## src/rtl/sense_spi_pkg.sv

```systemverilog
package sense_spi_pkg;

    // Register addresses (seven-bit field of the command byte)
    localparam logic [6:0] A_CTRL    = 7'h02;
    localparam logic [6:0] A_MODE    = 7'h04;
    localparam logic [6:0] A_BANK0   = 7'h10;
    localparam logic [6:0] A_THR_GND = 7'h3A;
    localparam logic [6:0] A_THR_SUP = 7'h3C;
    localparam logic [6:0] A_WORD    = 7'h78;

    localparam int BYTE_W = 8;

    typedef enum logic {
        PH_CMD  = 1'b0,
        PH_DATA = 1'b1
    } phase_e;

    // Number of data bytes a write to this address needs before it commits;
    // zero marks an address that cannot be written.
    function automatic logic [1:0] wr_len(input logic [6:0] a);
        case (a)
            A_CTRL, A_MODE:       return 2'd1;
            A_THR_GND, A_THR_SUP: return 2'd2;
            default:              return 2'd0;
        endcase
    endfunction

endpackage

```

## src/rtl/spi_pin_sync.sv

```systemverilog
module spi_pin_sync #(
    parameter int SYNC_STAGES = 2
) (
    input  logic clk,
    input  logic rst_n,
    input  logic sclk_i,
    input  logic cs_n_i,
    input  logic mosi_i,
    output logic sclk_rise,
    output logic sclk_fall,
    output logic cs_act,
    output logic mosi_s
);
    localparam int TOP = SYNC_STAGES - 1;

    typedef struct packed {
        logic [SYNC_STAGES-1:0] sclk;
        logic [SYNC_STAGES-1:0] cs_n;
        logic [SYNC_STAGES-1:0] mosi;
        logic                   sclk_prev;
    } sync_t;

    sync_t sync_d, sync_q;

    always_comb begin
        sync_d           = sync_q;
        sync_d.sclk      = {sync_q.sclk[TOP-1:0], sclk_i};
        sync_d.cs_n      = {sync_q.cs_n[TOP-1:0], cs_n_i};
        sync_d.mosi      = {sync_q.mosi[TOP-1:0], mosi_i};
        sync_d.sclk_prev = sync_q.sclk[TOP];
    end

    always_ff @(posedge clk or negedge rst_n) begin
        if (!rst_n) begin
            sync_q.sclk      <= '0;
            sync_q.cs_n      <= '1;
            sync_q.mosi      <= '0;
            sync_q.sclk_prev <= 1'b0;
        end else begin
            sync_q <= sync_d;
        end
    end

    assign sclk_rise = sync_q.sclk[TOP] & ~sync_q.sclk_prev;
    assign sclk_fall = ~sync_q.sclk[TOP] & sync_q.sclk_prev;
    assign cs_act    = ~sync_q.cs_n[TOP];
    assign mosi_s    = sync_q.mosi[TOP];

endmodule

```

## src/rtl/spi_byte_framer.sv

```systemverilog
module spi_byte_framer
    import sense_spi_pkg::*;
#(
    parameter int SENSE_W = 32
) (
    input  logic               clk,
    input  logic               rst_n,
    input  logic               sclk_rise,
    input  logic               sclk_fall,
    input  logic               cs_act,
    input  logic               mosi_s,
    input  logic [SENSE_W-1:0] rd_word,
    output logic               rd_load,
    output logic [6:0]         rd_addr,
    output logic               wr_commit,
    output logic [6:0]         wr_addr,
    output logic [15:0]        wr_data,
    output logic               miso
);
    typedef struct packed {
        phase_e             phase;
        logic [2:0]         bit_cnt;
        logic [7:0]         shreg;
        logic               is_read;
        logic [6:0]         addr;
        logic [1:0]         n_rx;
        logic [15:0]        wbuf;
        logic [SENSE_W-1:0] rd;
        logic               miso;
    } frm_t;

    localparam frm_t FRM_IDLE = '{
        phase:   PH_CMD,
        bit_cnt: 3'd0,
        shreg:   8'd0,
        is_read: 1'b0,
        addr:    7'd0,
        n_rx:    2'd0,
        wbuf:    16'd0,
        rd:      '0,
        miso:    1'b0
    };

    frm_t frm_d, frm_q;
    logic [7:0] byte_v;
    logic [1:0] need;

    always_comb begin
        frm_d     = frm_q;
        rd_load   = 1'b0;
        wr_commit = 1'b0;
        byte_v    = {frm_q.shreg[6:0], mosi_s};
        rd_addr   = byte_v[6:0];
        wr_addr   = frm_q.addr;
        wr_data   = {frm_q.wbuf[7:0], byte_v};
        need      = wr_len(frm_q.addr);

        if (!cs_act) begin
            frm_d = FRM_IDLE;
        end else begin
            if (sclk_rise) begin
                frm_d.shreg   = byte_v;
                frm_d.bit_cnt = 3'(frm_q.bit_cnt + 3'd1);
                if (frm_q.bit_cnt == 3'd7) begin
                    if (frm_q.phase == PH_CMD) begin
                        frm_d.phase   = PH_DATA;
                        frm_d.is_read = byte_v[7];
                        frm_d.addr    = byte_v[6:0];
                        frm_d.n_rx    = 2'd0;
                        if (byte_v[7]) begin
                            rd_load  = 1'b1;
                            frm_d.rd = rd_word;
                        end
                    end else if (!frm_q.is_read) begin
                        frm_d.wbuf = wr_data;
                        if (frm_q.n_rx != 2'd3) begin
                            frm_d.n_rx = 2'(frm_q.n_rx + 2'd1);
                        end
                        if (need != 2'd0 && 2'(frm_q.n_rx + 2'd1) == need) begin
                            wr_commit = 1'b1;
                        end
                    end
                end
            end
            if (sclk_fall) begin
                frm_d.miso = frm_q.rd[SENSE_W-1];
                frm_d.rd   = frm_q.rd << 1;
            end
        end
    end

    always_ff @(posedge clk or negedge rst_n) begin
        if (!rst_n) begin
            frm_q <= FRM_IDLE;
        end else begin
            frm_q <= frm_d;
        end
    end

    assign miso = frm_q.miso;

    // sampling edges in the data phase never disturb the captured read value
    a_r5_capture_held: assert property (@(posedge clk) disable iff (!rst_n)
        (sclk_rise && cs_act && frm_q.phase == PH_DATA) |=> $stable(frm_q.rd));

endmodule

```

## src/rtl/sense_regfile.sv

```systemverilog
module sense_regfile
    import sense_spi_pkg::*;
#(
    parameter int          SENSE_W   = 32,
    parameter logic [15:0] THR_RESET = 16'h0206
) (
    input  logic               clk,
    input  logic               rst_n,
    input  logic               wr_en,
    input  logic [6:0]         wr_addr,
    input  logic [15:0]        wr_data,
    input  logic [6:0]         rd_addr,
    input  logic [SENSE_W-1:0] sense_i,
    output logic [SENSE_W-1:0] rd_word,
    output logic [1:0]         ctrl_o,
    output logic [SENSE_W/8-1:0] mode_o,
    output logic [15:0]        thr_gnd_o,
    output logic [15:0]        thr_sup_o
);
    localparam int BANKS = SENSE_W / BYTE_W;

    typedef struct packed {
        logic [1:0]       ctrl;
        logic [BANKS-1:0] mode;
        logic [15:0]      thr_gnd;
        logic [15:0]      thr_sup;
    } regs_t;

    regs_t regs_d, regs_q;
    logic  srst_q;
    logic [7:0] mode_byte;

    assign srst_q = regs_q.ctrl[1];

    always_comb begin
        regs_d = regs_q;
        if (wr_en) begin
            case (wr_addr)
                A_CTRL:    regs_d.ctrl = wr_data[1:0];
                A_MODE:    if (!srst_q) regs_d.mode = wr_data[BANKS-1:0];
                A_THR_GND: if (!srst_q) regs_d.thr_gnd = wr_data;
                A_THR_SUP: if (!srst_q) regs_d.thr_sup = wr_data;
                default:   ;
            endcase
        end
        if (srst_q) begin
            regs_d.mode    = '0;
            regs_d.thr_gnd = THR_RESET;
            regs_d.thr_sup = THR_RESET;
        end
    end

    always_ff @(posedge clk or negedge rst_n) begin
        if (!rst_n) begin
            regs_q.ctrl    <= 2'b00;
            regs_q.mode    <= '0;
            regs_q.thr_gnd <= THR_RESET;
            regs_q.thr_sup <= THR_RESET;
        end else begin
            regs_q <= regs_d;
        end
    end

    // Read value, left-aligned so the first byte out is the top byte
    always_comb begin
        mode_byte                = '0;
        mode_byte[BANKS-1:0]     = regs_q.mode;
        rd_word                  = '0;
        case (rd_addr)
            A_CTRL:    rd_word[SENSE_W-1 -: 8]  = {6'd0, regs_q.ctrl};
            A_MODE:    rd_word[SENSE_W-1 -: 8]  = mode_byte;
            A_THR_GND: rd_word[SENSE_W-1 -: 16] = regs_q.thr_gnd;
            A_THR_SUP: rd_word[SENSE_W-1 -: 16] = regs_q.thr_sup;
            A_WORD:    rd_word                  = sense_i;
            default:   ;
        endcase
        for (int k = 0; k < BANKS; k++) begin
            if (rd_addr == 7'(A_BANK0 + 7'(2 * k))) begin
                rd_word                 = '0;
                rd_word[SENSE_W-1 -: 8] = sense_i[8*k +: 8];
            end
        end
    end

    assign ctrl_o    = regs_q.ctrl;
    assign mode_o    = regs_q.mode;
    assign thr_gnd_o = regs_q.thr_gnd;
    assign thr_sup_o = regs_q.thr_sup;

    // a held soft reset keeps the configuration at reset values
    a_r8_soft_reset_hold: assert property (@(posedge clk) disable iff (!rst_n)
        (regs_q.ctrl[1] && $past(regs_q.ctrl[1])) |->
        (regs_q.thr_gnd == THR_RESET && regs_q.thr_sup == THR_RESET && regs_q.mode == '0));

    // a committed threshold write lands unchanged
    a_r6_thr_write_lands: assert property (@(posedge clk) disable iff (!rst_n)
        (wr_en && wr_addr == A_THR_GND && !regs_q.ctrl[1]) |=> (regs_q.thr_gnd == $past(wr_data)));

    // a write to an unmapped address changes no register
    a_r10_unmapped_write: assert property (@(posedge clk) disable iff (!rst_n)
        (wr_en && wr_len(wr_addr) == 2'd0) |=> $stable(regs_q));

endmodule

```

## src/rtl/sense_spi_slave.sv

```systemverilog
module sense_spi_slave
    import sense_spi_pkg::*;
#(
    parameter int          SENSE_W     = 32,
    parameter int          SYNC_STAGES = 2,
    parameter logic [15:0] THR_RESET   = 16'h0206
) (
    input  logic                 clk,
    input  logic                 rst_n,
    input  logic                 spi_sclk_i,
    input  logic                 spi_cs_n_i,
    input  logic                 spi_mosi_i,
    output logic                 spi_miso_o,
    input  logic [SENSE_W-1:0]   sense_i,
    output logic                 soft_rst_o,
    output logic                 test_mode_o,
    output logic [SENSE_W/8-1:0] mode_sel_o,
    output logic [15:0]          thr_gnd_o,
    output logic [15:0]          thr_sup_o
);
    logic               sclk_rise, sclk_fall, cs_act, mosi_s;
    logic               rd_load, wr_commit;
    logic [6:0]         rd_addr, wr_addr;
    logic [15:0]        wr_data;
    logic [SENSE_W-1:0] rd_word;
    logic [1:0]         ctrl;

    spi_pin_sync #(.SYNC_STAGES(SYNC_STAGES)) u_sync (
        .clk       (clk),
        .rst_n     (rst_n),
        .sclk_i    (spi_sclk_i),
        .cs_n_i    (spi_cs_n_i),
        .mosi_i    (spi_mosi_i),
        .sclk_rise (sclk_rise),
        .sclk_fall (sclk_fall),
        .cs_act    (cs_act),
        .mosi_s    (mosi_s)
    );

    spi_byte_framer #(.SENSE_W(SENSE_W)) u_framer (
        .clk       (clk),
        .rst_n     (rst_n),
        .sclk_rise (sclk_rise),
        .sclk_fall (sclk_fall),
        .cs_act    (cs_act),
        .mosi_s    (mosi_s),
        .rd_word   (rd_word),
        .rd_load   (rd_load),
        .rd_addr   (rd_addr),
        .wr_commit (wr_commit),
        .wr_addr   (wr_addr),
        .wr_data   (wr_data),
        .miso      (spi_miso_o)
    );

    sense_regfile #(.SENSE_W(SENSE_W), .THR_RESET(THR_RESET)) u_regs (
        .clk       (clk),
        .rst_n     (rst_n),
        .wr_en     (wr_commit),
        .wr_addr   (wr_addr),
        .wr_data   (wr_data),
        .rd_addr   (rd_addr),
        .sense_i   (sense_i),
        .rd_word   (rd_word),
        .ctrl_o    (ctrl),
        .mode_o    (mode_sel_o),
        .thr_gnd_o (thr_gnd_o),
        .thr_sup_o (thr_sup_o)
    );

    assign soft_rst_o  = ctrl[1];
    assign test_mode_o = ctrl[0];

    // MISO stays low while chip select has been idle
    a_r11_miso_idle: assert property (@(posedge clk) disable iff (!rst_n)
        (!cs_act && !$past(cs_act)) |-> !spi_miso_o);

    // a command is either a read capture or a write commit, never both at once
    a_r1_single_strobe: assert property (@(posedge clk) disable iff (!rst_n)
        $onehot0({rd_load, wr_commit}));

    // nothing commits once chip select is released
    a_r9_no_commit_idle: assert property (@(posedge clk) disable iff (!rst_n)
        wr_commit |-> cs_act);

endmodule

```

## config.mk

```make
export PLATFORM = sky130hd
export DESIGN_NAME = sense_spi_slave
export DESIGN_NICKNAME = d
export VERILOG_FILES = /design/src/rtl/sense_spi_pkg.sv /design/src/rtl/spi_pin_sync.sv /design/src/rtl/spi_byte_framer.sv /design/src/rtl/sense_regfile.sv /design/src/rtl/sense_spi_slave.sv
export SDC_FILE = /design/constraint.sdc
export NUM_CORES = 1
export LEC_CHECK = 0
export BUFFER_PORTS_ARGS = -buffer_cell sky130_fd_sc_hd__buf_2
export CORE_MARGIN = 1
export CORE_UTILIZATION = 55
export CTS_CLUSTER_DIAMETER = 150
export DETAILED_ROUTE_END_ITERATION = 8
export GPL_TIMING_DRIVEN = 1
export PLACE_DENSITY = 0.77
export SYNTH_ARGS = -nofsm -noshare
export SYNTH_HDL_FRONTEND = slang
export SYNTH_SLANG_ARGS = --single-unit
```

## constraint.sdc

```tcl
create_clock -name clk -period 5.3 [get_ports clk]
set_input_delay 0.53 -clock clk [delete_from_list [all_inputs] [get_ports clk]]
set_output_delay 0.53 -clock clk [all_outputs]
set_load 0.03 [all_outputs]
```

Word-level counts from Yosys, hierarchy flattened
Index checks and enable logic that the tools add are counted.

Add/subtract/negate cells: 2. Eq/ne operators: 21. Mux-type cells: 31. Bitwise logic cells: 4. Reduce and logical (&&, ||, !) cells: 24.

Operators by type and width (number): 2-to-1 mux 32 bit (6); 2-to-1 mux 36 bit (2); 2-to-1 mux 71 bit (1); 2-to-1 mux 70 bit (1); 2-to-1 mux 16 bit (4); 2-to-1 mux 58 bit (1); case mux 8 bit (5 select lines) (1); 2-to-1 mux 33 bit (1); equality test 7 x 5 -> 1 bit, second input constant (4); equality test 7 x 6 -> 1 bit, second input constant (4); case mux 8 bit (3 select lines) (1); 2-to-1 mux 18 bit (1); nonzero test 2 bit (9); equality test 7 x 2 -> 1 bit, second input constant (2); equality test 7 x 3 -> 1 bit, second input constant (2); AND reduction 4 bit (3); AND reduction 2 bit (5); != test 3 bit, second input constant (3); nonzero test 3 bit (3); 2-to-1 mux 8 bit (1); equality test 7 bit, second input constant (1); 2-to-1 mux 1 bit (7); != test 2 bit, second input constant (3); 2-to-1 mux 2 bit (2); 11 further kinds (14).

Register bits: 107. Input bits: 37. Output and inout port bits: 39. Word-level logic and storage cells: 99.

Logic depth before layout (Yosys ltp)
Gate-level depths: netlist of the first run.

Depth after elaboration: 13. Gate-level depth with buffers: 10. Mapped depth without buffers: 7.

Cells and area by module
From an unflattened synthesis of the first run, not the netlist that was laid out.

Cells, all modules: 619. Area total of the unflattened synthesis: 5883.1 um^2.

Modules (own cells, without submodules): spi_byte_framer (times used 1, cells an instance 341, area each 3110.5 um^2); sense_regfile (times used 1, cells an instance 268, area each 2576.2 um^2); spi_pin_sync (times used 1, cells an instance 10, area each 196.4 um^2).

Worst setup path before layout of the first run
No wires, ideal clock.

Kind: reg-to-reg. From: reg u_framer.frm_q[67] in the netlist's numbering. To: reg u_framer.frm_q[10] in the netlist's numbering. Library setup time: 0.083 ns. Arrival time: 2.092 ns. Slack: 3.126 ns. Stages on the path, launching flop included: 10. Path buffers: 3. Period minus slack after synthesis: 2.174 ns. Cells stage by stage: dfrtp_1 ha_1 ha_1 nor4bb_1 clkbuf_1 a211oi_1 clkbuf_1 clkbuf_1 nand2_1 o21ai_0.

Cells in the longest elaborated chain, start to end: 3.

Ends and longest elaborated chain: start: declaration (line spi_byte_framer.sv:44) `frm_t frm_d, frm_q;`; start signal: assignment (line spi_byte_framer.sv:96) `frm_q <= frm_d;`; equality test 3 bit (line spi_byte_framer.sv:64) `if (frm_q.bit_cnt == 3'd7) begin`; nonzero test 3 bit (no source line); AND reduction 4 bit (no source line).

No other way between the ends. A chain may end at the register's enable or synchronous reset.

Worst setup path in the final report of the first run
From: reg u_sync.sync_q[0] in the netlist's numbering. To: reg u_regs.regs_q[18] (netlist: u_regs.thr_gnd_o[2]).

Cells in the longest elaborated chain, start to end: 6.

Ends and longest elaborated chain: start: declaration (line spi_pin_sync.sv:23) `sync_t sync_d, sync_q;`; start signal: assignment (line spi_pin_sync.sv:40) `sync_q <= sync_d;`; NOT 1 bit (line spi_pin_sync.sv:44) `assign sclk_rise = sync_q.sclk[TOP] & ~sync_q.sclk_prev;`; bitwise AND 1 bit (line spi_pin_sync.sv:44); 2-to-1 mux 1 bit (line spi_byte_framer.sv:61) `if (sclk_rise) begin`; 2-to-1 mux 1 bit (line spi_byte_framer.sv:58) `if (!cs_act) begin`; nonzero test 2 bit (no source line); AND reduction 2 bit (no source line); end signal: assignment (line sense_regfile.sv:60) `regs_q <= regs_d;`; end: declaration (line sense_regfile.sv:29) `regs_t regs_d, regs_q;`.

No other way between the ends.

==> results.sh, run 1 <==
export IMPL_postRouteAntennaNets=0
export IMPL_antenna_found_initial=0
export IMPL_yosysUniqueCellTypes=56
export IMPL_cp_max_fo=17
export IMPL_area_growth_pct=11.1
export IMPL_fmax_mhz=296
export IMPL_synth_edf_count=0
export IMPL_dp_hpwl_um=11000
export IMPL_fin_tns_setup_ns=0
export IMPL_worst_pin_slew_ns=1.20
export IMPL_routedWlPerCell_um=20.4
export IMPL_yosys_area_top_type_share_pct=45.4
export IMPL_yosys_area_top_type="dfrtp_1"
export IMPL_synth_area_top_cells="dfrtp_1 45%, nand2_1 8.3%, mux2i_1 5.7%"
export IMPL_status="complete, no violations"
export IMPL_async_reset_ff_share_pct=100
export IMPL_drive_gt1_share_pct=19.6
export IMPL_finalWirelength_um=15600
export IMPL_fin_crit_ns=3.37
export IMPL_clock_sinks=107
export IMPL_cts_made_buffers=9
export IMPL_synth_area_um2=5460
export IMPL_drv_cap=0
export IMPL_cts_hold_fix_buffers=0
export IMPL_p_leak_uw=0.00269
export IMPL_fin_ws_ns=1.93
export IMPL_hp_start="spi_cs_n_i"
export IMPL_die_width_um=102
export IMPL_postCtsSetupBuffers=0
export IMPL_gp_congestion=0.980
export IMPL_drtIter0Drc=387
export IMPL_ctsLongestPathBuffers=2
export IMPL_grt_usage_pct=31.4
export IMPL_r2r_end="u_regs.thr_gnd_o[2]$_DFFE_PN1P_"
export IMPL_coreArea_um2=9420
export IMPL_period_share_pct=63.7
export IMPL_worstPathRequired_ns=5.61
export IMPL_final_hold_viol_count=0
export IMPL_endpoint_kind="flip-flop"
export IMPL_grt_pass1_wl_um=24100
export IMPL_crit_arrival_ns=3.69
export IMPL_maxSlewViolCount=0
export IMPL_yosysSeqAreaShare_pct=49.2
export IMPL_synthCells=579
export IMPL_htreeDepth=3
export IMPL_setup_viol=0
export IMPL_synthesis_nets=619
export IMPL_cp_startpoint="u_sync.sync_q[0]$_DFF_PN0_"
export IMPL_n_fill_cell=810
export IMPL_fp_row_count=35
export IMPL_post_cts_resized=0
export IMPL_worstReg2RegStart="u_sync.sync_q[0]$_DFF_PN0_"
export IMPL_min_path_type="input pin to flip-flop"
export IMPL_dr_pass1_iters=5
export IMPL_ff2ff_path_depth=5
export IMPL_path_clk_slew_ns=0.11
export IMPL_drc=0
export IMPL_dp_slack_ns=1.97
export IMPL_grt_max_degree=72
export IMPL_path_class="flip-flop to flip-flop"
export IMPL_vias=4753
export IMPL_die_h_um=102
export IMPL_synth_common_cells="120 x nand2_1, 99 x dfrtp_1, 44 x nor2_1"
export IMPL_endpoint="u_regs.thr_gnd_o[2]$_DFFE_PN1P_"
export IMPL_cts_root_buf="clkbuf_8"
export IMPL_yosysMostFrequentCell="nand2_1"
export IMPL_power_density_nw_per_um2=237
export IMPL_skew_ns=0.0103
export IMPL_synth_ff_type="dfrtp_1"
export IMPL_io_buffers=75
export IMPL_insertedDiodeCount=0
export IMPL_synth_seq_cells=107
export IMPL_ir_drop_v=0.000156
export IMPL_rsz0062_at_grt="no"
export IMPL_vias_per_cell=6.25
export IMPL_gr_total_overflow=0
export IMPL_cts_tree="built"
export IMPL_r2r_slack_ns=1.93
export IMPL_start_util_pct=58.0
export IMPL_relSlewSlack_pct=19.6
export IMPL_boundaryPins=76
export IMPL_ys_warnings_count=0
export IMPL_avgSynthCellArea_um2=9.43
export IMPL_insertion_delay_ns=0.38
export IMPL_critPathLaunchType="flip-flop"
export IMPL_nets=667
export IMPL_grt_pass1_vias=4437
export IMPL_dieArea_um2=10300
-- how the worst min path moves through the flow --
| stage | endpoint | slack (ns) | depth (start not counted) |
|---|---|---|---|
| after floorplan | u_framer.frm_q[10]$_DFFE_PN0P_ | 0.23 | 0 |
| after global placement | u_sync.mosi_s$_DFF_PN0_ | 0.34 | 0 |
| after detailed placement | u_sync.mosi_s$_DFF_PN0_ | 0.35 | 0 |
| after CTS | u_sync.sync_d[4]$_DFF_PN1_ | 0.23 | 1 |
| after global routing | u_sync.sync_d[4]$_DFF_PN1_ | 0.22 | 1 |
| final | u_sync.sync_d[4]$_DFF_PN1_ | 0.23 | 1 |
-- layout by cell type, fill, tap and decap left out, types with 4 or more instances in the layout --
cell type	Yosys	routed
a32o_1	4	4
a22oi_1	26	26
o211ai_1	13	13
a221oi_1	7	7
dfstp_2	8	8
o21ai_0	37	37
mux2i_1	31	31
a22o_1	6	6
nor3_1	5	5
nor4_1	5	5
nor2_1	44	44
nand3b_1	9	9
buf_2	3	74
a221o_1	10	10
nand3_1	5	5
a21oi_1	33	33
nand2b_1	7	7
dfrtp_1	99	99
clkbuf_8	0	9
buf_4	1	8
nand2_1	120	120
o21ai_2	10	10
-- stage by stage --
| step | area (µm²) | std cells | total power, µW | util (%) | hold slack (ns) |
|---|---|---|---|---|---|
| final | 6070 | 761 | 1440 | 64.4 | 0.234 |
| after global routing | 6070 | 761 | 1490 | 64.4 | 0.219 |
| after global placement | 5850 | 745 | 922 | 62.1 | 0.336 |
| after floorplan | 5460 | 579 | 875 | - | 0.234 |
| after detailed placement | 5850 | 745 | 924 | 62.1 | 0.354 |
| after CTS | 6070 | 761 | 1450 | 64.4 | 0.226 |
-- flip-flops by register name, summed over array words and instances, names as in the netlist --
| name | cells |
|---|---|
| u_sync.mosi_s | 1 |
| u_framer.miso | 1 |
| u_sync.sync_d | 4 |
| u_framer.rd_addr | 6 |
| u_regs.mode_o | 4 |
| u_framer.frm_q | 39 |
| u_regs.ctrl_o | 2 |
| u_regs.thr_gnd_o | 16 |
| u_sync.sync_q | 2 |
| u_framer.wr_addr | 7 |
| u_regs.thr_sup_o | 16 |
| u_framer.wr_data | 9 |
-- per-layer routing --
metal | wire length (µm) | vias to the layer above | global-route usage, %
met5 | 0 | - | 0
met4 | 410 | 0 | 13.3
met3 | 929 | 30 | 4.83
met2 | 7320 | 177 | 48.7
met1 | 6890 | 2373 | 44.2
li1 | - | 2173 | -
-- worst max-delay path, cell delays in order, from the launching register on --
cell and delay, ns:
dfrtp_1 0.43, and2b_1 0.46, nand4b_1 0.63, or3_1 0.87
or2_1 0.62, mux2i_1 0.29
-- cell type report --
class,instances,area [µm²],area share [%]
Clock buffer,9,124,2.04
Multi-Input combinational cell,424,2560,42.2
Clock inverter,7,91.3,1.51
Sequential cell,107,2690,44.3
Inverter,3,11.3,0.186
Timing Repair Buffer,82,430,7.10
Tap cell,129,161,2.66
-- report_power, final --
group / switching [µW] / internal (µW)
Clock: 302 / 231
Combinational: 53.9 / 22.4
Sequential: 9.85 / 822
Total: 366 / 1070
-- logic make-up (layout without fill, tap and decap cells) --
group / Yosys count / in the layout / synth area share, %
DFF: 107 / 107 / 49.2
muxes: 33 / 33 / 6.10
buffers and inverters: 48 / 101 / 4.01
and+or+nand+nor: 223 / 223 / 19.3
xor gates and xnor gates: 2 / 2 / 0.321
AOI/OAI and AO/OA: 163 / 163 / 20.4
adders and majority gates: 3 / 3 / 0.688
(Power assumes the default switching activity.)
==> run 2, diff against run 1 <==
--- a/config.mk
+++ b/config.mk
@@ -7,11 +7,11 @@
 export LEC_CHECK = 0
 export BUFFER_PORTS_ARGS = -buffer_cell sky130_fd_sc_hd__buf_2
 export CORE_MARGIN = 1
-export CORE_UTILIZATION = 55
+export CORE_UTILIZATION = 52
 export CTS_CLUSTER_DIAMETER = 150
 export DETAILED_ROUTE_END_ITERATION = 8
 export GPL_TIMING_DRIVEN = 1
-export PLACE_DENSITY = 0.77
+export PLACE_DENSITY = 0.76
 export SYNTH_ARGS = -nofsm -noshare
 export SYNTH_HDL_FRONTEND = slang
 export SYNTH_SLANG_ARGS = --single-unit
==> constraint.sdc (replaced) <==
create_clock -name clk -period 2.8 [get_ports clk]
set_input_delay 0.28 -clock clk [delete_from_list [all_inputs] [get_ports clk]]
set_output_delay 0.28 -clock clk [all_outputs]
set_load 0.03 [all_outputs]
==> run 2 against run 1 <==
Effect of this change:
- global-route usage down 0.19 points
- clock power up 82%
- critical path depth rose by 1
- wire length up 3.9%
- hold slack worse by 0.058 ns
- clock skew rose by 0.014 ns
- sequential share of layout area shrank 1.1 points
- final area grew 2.7%
- clock-buffer cell count up 2
- final cell count is 3.5% higher
- power is 88% higher
- non-clock buffer count up 20
==> results.sh, run 2 (synthesis results as in run 1) <==
export IMPL_status="complete, no violations"
export IMPL_cts_tree="built"
export IMPL_die_width_um=104
export IMPL_grt_pass1_wl_um=26000
export IMPL_ff_latch_area_um2=2690
export IMPL_worst_path_max_delay_cell="o311ai_1"
export IMPL_fmax_mhz=405
export IMPL_multi_input_area_um2=2560
export IMPL_worstPathRequired_ns=3.07
export IMPL_largest_reg_flops=39
export IMPL_fp_row_count=37
export IMPL_gr_total_overflow=0
export IMPL_power_share_clock_pct=35.9
export IMPL_fin_tns_setup_ns=0
export IMPL_p_int_uw=2030
export IMPL_use_met2_pct=47.0
export IMPL_skew_ns=0.0239
export IMPL_worst_pin_slew_ns=0.814
export IMPL_finalWirelength_um=16200
export IMPL_relSlewSlack_pct=44.9
export IMPL_post_cts_resized=0
export IMPL_post_route_util_pct=60.9
export IMPL_vias_per_cell=6.17
export IMPL_drv_cap=0
export IMPL_ir_drop_v=0.000316
export IMPL_boundaryPins=76
export IMPL_insertion_delay_ns=0.40
export IMPL_drc=0
export IMPL_drtIter0Drc=400
export IMPL_routedWlPerCell_um=20.5
export IMPL_dp_slack_ns=0.407
export IMPL_clock_sinks=107
export IMPL_fin_ws_ns=0.332
export IMPL_insertedDiodeCount=0
export IMPL_dp_hpwl_um=11700
export IMPL_grt_max_degree=69
export IMPL_combPwrFrac_pct=6.1
export IMPL_path_clk_slew_ns=0.10
export IMPL_met1_usage_pct=43.5
export IMPL_grt_pass1_vias=4779
export IMPL_coreArea_um2=10200
export IMPL_slowest_delay_ns=0.74
export IMPL_cts_root_buf="clkbuf_8"
export IMPL_dieArea_um2=10900
export IMPL_r2r_slack_ns=0.33
export IMPL_pwr_share_seq_pct=58.0
export IMPL_start_util_pct=53.4
export IMPL_gp_congestion=1.01
export IMPL_endpoint_kind="flip-flop"
export IMPL_crit_chain="buf_4 -> nand2b_1 -> nor3_1 -> o311ai_1 -> a21oi_1 -> a221o_1"
export IMPL_top_register="u_framer.frm_q"
export IMPL_path_class="flip-flop to flip-flop"
export IMPL_dr_pass1_iters=5
export IMPL_ctsLongestPathBuffers=2
export IMPL_final_hold_viol_count=0
export IMPL_htreeDepth=3
export IMPL_area_growth_pct=14.1
export IMPL_switching_share_pct=25.1
export IMPL_placedCellCount=768
export IMPL_critPathLaunchType="flip-flop"
export IMPL_crit_arrival_ns=2.74
export IMPL_rsz0062_at_grt="no"
export IMPL_top_usage_layer="met2"
export IMPL_n_fill_cell=907
export IMPL_final_cells=788
export IMPL_io_buffers=75
export IMPL_vias=4865
export IMPL_min_path_type="input pin to flip-flop"
export IMPL_postRouteAntennaNets=0
export IMPL_maxSlewViolCount=0
export IMPL_use_met3_pct=5.33
export IMPL_grt_usage_pct=31.3
export IMPL_setup_viol=0
export IMPL_power_density_nw_per_um2=435
export IMPL_cp_max_fo=19
export IMPL_switchingPower_uw=679
export IMPL_final_cell_mix="120 x nand2_1, 99 x dfrtp_1, 74 x buf_2"
export IMPL_mostFrequentLayoutCell="nand2_1"
export IMPL_period_share_pct=88.1
export IMPL_p_leak_uw=0.00277
export IMPL_nets=687
export IMPL_drive_gt1_share_pct=21.2
export IMPL_cts_made_buffers=9
export IMPL_antenna_found_initial=0
export IMPL_fin_crit_ns=2.47
export IMPL_die_h_um=104
-- run 2: cell types whose count changed in the layout (fill, tap and decap cells not counted), moves of 2 or more --
cell / previous run / this run
clkbuf_1: 0 / 2
inv_6: 3 / 1
clkinv_4: 0 / 2
dlygate4sd3_1: 0 / 4
buf_4: 8 / 23
-- run 2: metal layers --
layer  up-vias  part of all wire, %
met5         -                    0
met4         0                  3.8
met3        43                  7.6
met2       231                   45
met1      2373                   43
li1       2218                    -
-- run 2: worst paths after layout --
path                                                  from                              to  cells after the start
max reg2reg                u_framer.rd_addr[1]$_DFFE_PN0N_  u_framer.frm_q[21]$_DFFE_PN0P_                      6
max in group asynchronous                            rst_n      u_sync.sync_d[4]$_DFF_PN1_                      3
min in group asynchronous                            rst_n  u_framer.frm_q[22]$_DFFE_PN0P_                      2
min reg2reg                     u_sync.sync_d[4]$_DFF_PN1_      u_sync.sync_q[4]$_DFF_PN1_                      0
max                        u_framer.rd_addr[1]$_DFFE_PN0N_  u_framer.frm_q[21]$_DFFE_PN0P_                      6
min                                             sense_i[0]   u_framer.frm_q[1]$_DFFE_PN0P_                      3
-- run 2: worst max-delay path: cells and delay by family, from the launching register on --
family          cells  cell delay (ns)
compound gates      3             1.17
buf+inv             1             0.33
simple gates        2             0.32
flops               1             0.52
-- run 2: metrics by stage --
step                instance area [µm²]  hold WS, ns  power (µW)
floorplan                          5460      -0.0156        1660
global placement                   5990        0.290        1760
detailed placement                 5990        0.304        1760
CTS                                6230        0.172        2720
global route                       6230        0.185        2790
finish                             6230        0.176        2710
-- run 2: what timing repair did --
item | CTS | global route
endpoints found under the setup margin | 0 | 0
hold endpoints to repair | 42 | 0
buffers inserted | 0 | 0
hold buffers | 4 | 0
-- run 2: power by group through the flow --
stage | Combinational [µW] | Sequential, µW | Clock (µW)
CTS | 165 | 1570 | 987
detailed placement | 160 | 1600 | 0
global placement | 159 | 1600 | 0
floorplan | 65.4 | 1590 | 0
global route | 182 | 1570 | 1040
finish | 164 | 1570 | 972
-- run 2: area by class of cell --
class | count | area share, %
well taps | 136 | 2.73
flip-flops and latches | 107 | 43.2
multi-input cells | 424 | 41.1
clock inverters | 5 | 1.02
clock buffers | 11 | 2.11
repair buffers | 102 | 9.68
inverters | 3 | 0.181
